===== src/rtl/lasa_pkg.sv =====
package lasa_pkg;
   localparam int LASA_GRP_W = 4;

   function automatic int lasa_group_count(input int width);
      return width / LASA_GRP_W;
   endfunction
endpackage


===== src/rtl/lasa_gp_bits.sv =====
module lasa_gp_bits #(
   parameter int W = 16
) (
   input  logic [W-1:0] a_i,
   input  logic [W-1:0] b_i,
   output logic [W-1:0] gen_o,
   output logic [W-1:0] prop_o
);
   always_comb begin
      gen_o  = a_i & b_i;
      prop_o = a_i ^ b_i;
   end
endmodule


===== src/rtl/lasa_group_gp.sv =====
// Group generate / propagate of one 4-bit lookahead group.
module lasa_group_gp (
   input  logic [3:0] gen_i,
   input  logic [3:0] prop_i,
   output logic       grp_gen_o,
   output logic       grp_prop_o
);
   always_comb begin
      grp_gen_o  = gen_i[3]
                 | (prop_i[3] & gen_i[2])
                 | (prop_i[3] & prop_i[2] & gen_i[1])
                 | (prop_i[3] & prop_i[2] & prop_i[1] & gen_i[0]);
      grp_prop_o = &prop_i;
   end
endmodule


===== src/rtl/lasa_group_carry.sv =====
// Carries into each bit of a 4-bit group, flattened from the group carry-in.
module lasa_group_carry (
   input  logic [3:0] gen_i,
   input  logic [3:0] prop_i,
   input  logic       cin_i,
   output logic [3:0] carry_o
);
   always_comb begin
      carry_o[0] = cin_i;
      carry_o[1] = gen_i[0] | (prop_i[0] & cin_i);
      carry_o[2] = gen_i[1]
                 | (prop_i[1] & gen_i[0])
                 | (prop_i[1] & prop_i[0] & cin_i);
      carry_o[3] = gen_i[2]
                 | (prop_i[2] & gen_i[1])
                 | (prop_i[2] & prop_i[1] & gen_i[0])
                 | (prop_i[2] & prop_i[1] & prop_i[0] & cin_i);
   end
endmodule


===== src/rtl/lasa_carry_tree.sv =====
// Second lookahead level: every group carry as a flat sum of products
// of group generate/propagate terms and the block carry-in.
module lasa_carry_tree #(
   parameter int NG = 4
) (
   input  logic [NG-1:0] grp_gen_i,
   input  logic [NG-1:0] grp_prop_i,
   input  logic          cin_i,
   output logic [NG:0]   grp_carry_o
);
   always_comb begin
      logic acc;
      logic run;
      grp_carry_o[0] = cin_i;
      for (int j = 1; j <= NG; j++) begin
         acc = 1'b0;
         run = 1'b1;
         for (int k = j - 1; k >= 0; k--) begin
            acc = acc | (run & grp_gen_i[k]);
            run = run & grp_prop_i[k];
         end
         grp_carry_o[j] = acc | (run & cin_i);
      end
   end
endmodule


===== src/rtl/lasa_addsub.sv =====
module lasa_addsub
   import lasa_pkg::*;
#(
   parameter int N = 16
) (
   input  logic [N-1:0] a_i,
   input  logic [N-1:0] b_i,
   input  logic         sub_i,
   input  logic         cin_i,
   output logic [N-1:0] sum_o,
   output logic         cout_o,
   output logic         ovf_o
);
   localparam int NG = lasa_group_count(N);

   // width legality
   if (N < LASA_GRP_W || (N % LASA_GRP_W) != 0) begin : g_bad_width
      $error("lasa_addsub: N must be a positive multiple of 4");
   end

   logic [N-1:0]  b_eff;
   logic          c0;
   logic [N-1:0]  gen_w;
   logic [N-1:0]  prop_w;
   logic [N-1:0]  carry_w;
   logic [NG-1:0] grp_gen_w;
   logic [NG-1:0] grp_prop_w;
   logic [NG:0]   grp_carry_w;

   always_comb begin
      b_eff = b_i ^ {N{sub_i}};
      c0    = cin_i ^ sub_i;
   end

   lasa_gp_bits #(.W(N)) u_gp (
      .a_i    (a_i),
      .b_i    (b_eff),
      .gen_o  (gen_w),
      .prop_o (prop_w)
   );

   for (genvar gi = 0; gi < NG; gi++) begin : g_grp
      lasa_group_gp u_ggp (
         .gen_i      (gen_w [gi*LASA_GRP_W +: LASA_GRP_W]),
         .prop_i     (prop_w[gi*LASA_GRP_W +: LASA_GRP_W]),
         .grp_gen_o  (grp_gen_w[gi]),
         .grp_prop_o (grp_prop_w[gi])
      );
      lasa_group_carry u_gcy (
         .gen_i   (gen_w [gi*LASA_GRP_W +: LASA_GRP_W]),
         .prop_i  (prop_w[gi*LASA_GRP_W +: LASA_GRP_W]),
         .cin_i   (grp_carry_w[gi]),
         .carry_o (carry_w[gi*LASA_GRP_W +: LASA_GRP_W])
      );
   end

   lasa_carry_tree #(.NG(NG)) u_tree (
      .grp_gen_i   (grp_gen_w),
      .grp_prop_i  (grp_prop_w),
      .cin_i       (c0),
      .grp_carry_o (grp_carry_w)
   );

   always_comb begin
      sum_o  = prop_w ^ carry_w;
      cout_o = grp_carry_w[NG];
      ovf_o  = grp_carry_w[NG] ^ carry_w[N-1];
   end
endmodule


===== config.mk =====
export PLATFORM = sky130hd
export DESIGN_NAME = lasa_addsub
export DESIGN_NICKNAME = d
export VERILOG_FILES = /design/src/rtl/lasa_pkg.sv /design/src/rtl/lasa_gp_bits.sv /design/src/rtl/lasa_group_gp.sv /design/src/rtl/lasa_group_carry.sv /design/src/rtl/lasa_carry_tree.sv /design/src/rtl/lasa_addsub.sv
export SDC_FILE = /design/constraint.sdc
export NUM_CORES = 1
export LEC_CHECK = 0
export ABC_CLOCK_PERIOD_IN_PS = 6800
export CORE_ASPECT_RATIO = 1.25
export CORE_UTILIZATION = 41
export DETAILED_ROUTE_END_ITERATION = 8
export PLACE_DENSITY = 0.92
export SETUP_SLACK_MARGIN = 0.1
export SYNTH_ARGS = -nofsm -noshare
export SYNTH_HDL_FRONTEND = slang
export SYNTH_SLANG_ARGS = --single-unit

===== constraint.sdc =====
create_clock -name vclk -period 6.8
set_clock_uncertainty 0.15 [all_clocks]
set_input_delay 1.7 -clock vclk [all_inputs]
set_output_delay 1.7 -clock vclk [all_outputs]
set_load 0.02 [all_outputs]

==> metrics <==
Worst-Margin Slew 0.281 ns; DRT Pass-1 Iters 3; Worst Path Arrival 4.68 ns; Die Wd 44.5 um; FMAX 153 MHz; clock power share 0%; Min Hold Slack 4.16 ns; # clk buffers 0; Leakage 0.781 nW; startpoint types primary input; worst hold path class primary input to primary output; Post-CTS Hold Buffers 0; synth top area cells ha_1, xor2_1, fa_1; Slew headroom 81.0%; Seq pwr share 0%; setup_tns 0 ns; Wirelength per Cell 11.8 um; RSZ-0062 raised after global routing no; remaining antenna violation count 0; share of the synthesized area in the top cell type 21.6%; Core ar. 0.00205 mm^2; required time of the critical path 4.95 ns; Final setup violation count 0; DRC Markers 0; fin crit share 96.0%; Nets 222; most area-hungry cell type in the Yosys netlist ha_1; Sw Pwr 119 uW; Ys Warns 0; commonest non-fill, non-tap cell in the layout clkdlybuf4s50_1; I/O Buffers 52; min Tclk post-route 6.53 ns; Netlist Area Pre-Place 926 um^2; die area 0.00245 mm^2; diode count 0; endpoint type of the worst setup path primary output; Peak supply drop 0.116 mV; Cell variety after synth 27; placed inst area 0.00150 mm^2; Setup CP Type primary input to primary output; P per Cell Area 158 mW/mm^2; Maximum Capacitance Violations 0; vias per cell 4.87; # rows 18; DP HPWL 2.05 mm; 1st-iter DRT viols 10; vias in the first global route 952; max-slew violation count 0; most frequent cells in the layout clkdlybuf4s50_1, xor2_1, inv_1, ha_1, nand2_1; register area share after synthesis 0%; Remaining Overflow, GRT 0; FF/Latch Area 0 um^2; layout cells sized above 1 7.23%; PnR worst setup slack 0.271 ns; largest net degree at the start of global routing 18; Initial Util 45.2%; Die Ht 55.1 um; Post-Layout Inst Area 0.00153 mm^2; Layout area overhead 64.7%; Hold Violations, Final 0; Comb power frac 100.0%; Avg Inst Size Synth 8.19 um^2; post-CTS setup buffer count 0; first-pass GRT wire length 3.79 mm; Ports 52; Seq cells 0; Vias 954; Cell Int Power 123 uW; Syn Inst Count 113; initial antenna violation count 0; status finished, final reports clean; gpl congestion 0.786; crit path max fanout 17; All-Layer GR Usage 19.6%; Post-Place Worst Slack 0.0822 ns; syn_nets 167; Switching Share 49.1%; drt total wl 2.30 mm
-- cell type report --
cell class                 instances  area, um^2
timing repair buffer              55         571
multi-input combinational         95         857
fill                             165         524
tap                               30        37.5
inverter                          16        60.1
-- what timing repair did --
item,CTS,global route
pin swaps,0,1
gates resized for setup,1,8
setup endpoints to repair,1,8
cloned,0,0
hold endpoints to repair,0,0
-- routing by layer --
metal / up-vias / global-route usage (%) / wire [um]
li1: 490 / - / -
met1: 432 / 20.5 / 879
met3: 0 / 0.974 / 108
met2: 32 / 43.9 / 1320
met4: 0 / 0 / 0
met5: - / 0 / 0
-- power groups by stage --
stage	sequential [mW]	clock (mW)	combinational (mW)
5_1_grt	0	0	0.261
3_3_place_gp	0	0	0.237
6_report	0	0	0.242
2_1_floorplan	0	0	0.141
4_1_cts	0	0	0.245
3_5_place_dp	0	0	0.244
-- per-stage QoR --
step,power (mW),utilization (%),instances
after global routing,0.261,74.4,196
after floorplan,0.141,-,113
after global placement,0.237,73.4,196
after CTS,0.245,73.4,196
final,0.242,74.4,196
after detailed placement,0.244,73.4,196
-- cell usage after synthesis, types with 2 or more instances --
library cell,n
a21oi_1,7
fa_1,4
o21bai_1,3
o21ai_0,4
a21o_1,6
nor3_1,2
ha_1,16
nand2_1,7
xnor2_1,5
xor2_1,21
nor2_1,7
inv_1,16
-- kinds of logic after synthesis --
| group | count (synthesis) | synth area share, % |
|---|---|---|
| and+or+nand+nor | 21 | 12.4 |
| adders and majority gates | 20 | 30.3 |
| buffers and inverters | 18 | 8.11 |
| muxes | 1 | 1.62 |
| AOI/OAI and AO/OA | 26 | 21.2 |
| xor gates and xnor gates | 27 | 26.4 |
-- worst max-delay path: stages --
cell	delay [ns]
clkdlybuf4s50_1	0.50
buf_12	0.18
xor2_1	0.21
ha_1	0.29
and4_1	0.23
a21oi_1	0.14
o21ai_0	0.14
nor2_2	0.19
fa_1	0.44
inv_1	0.06
clkdlybuf4s50_1	0.59
-- final timing paths --
path	start	end	slack (ns)	depth (start not counted)
setup / recovery	sub_i	sum_o[8]	0.27	11
hold / removal	a_i[15]	sum_o[15]	4.16	4
Power figures use the tool's default switching activity.
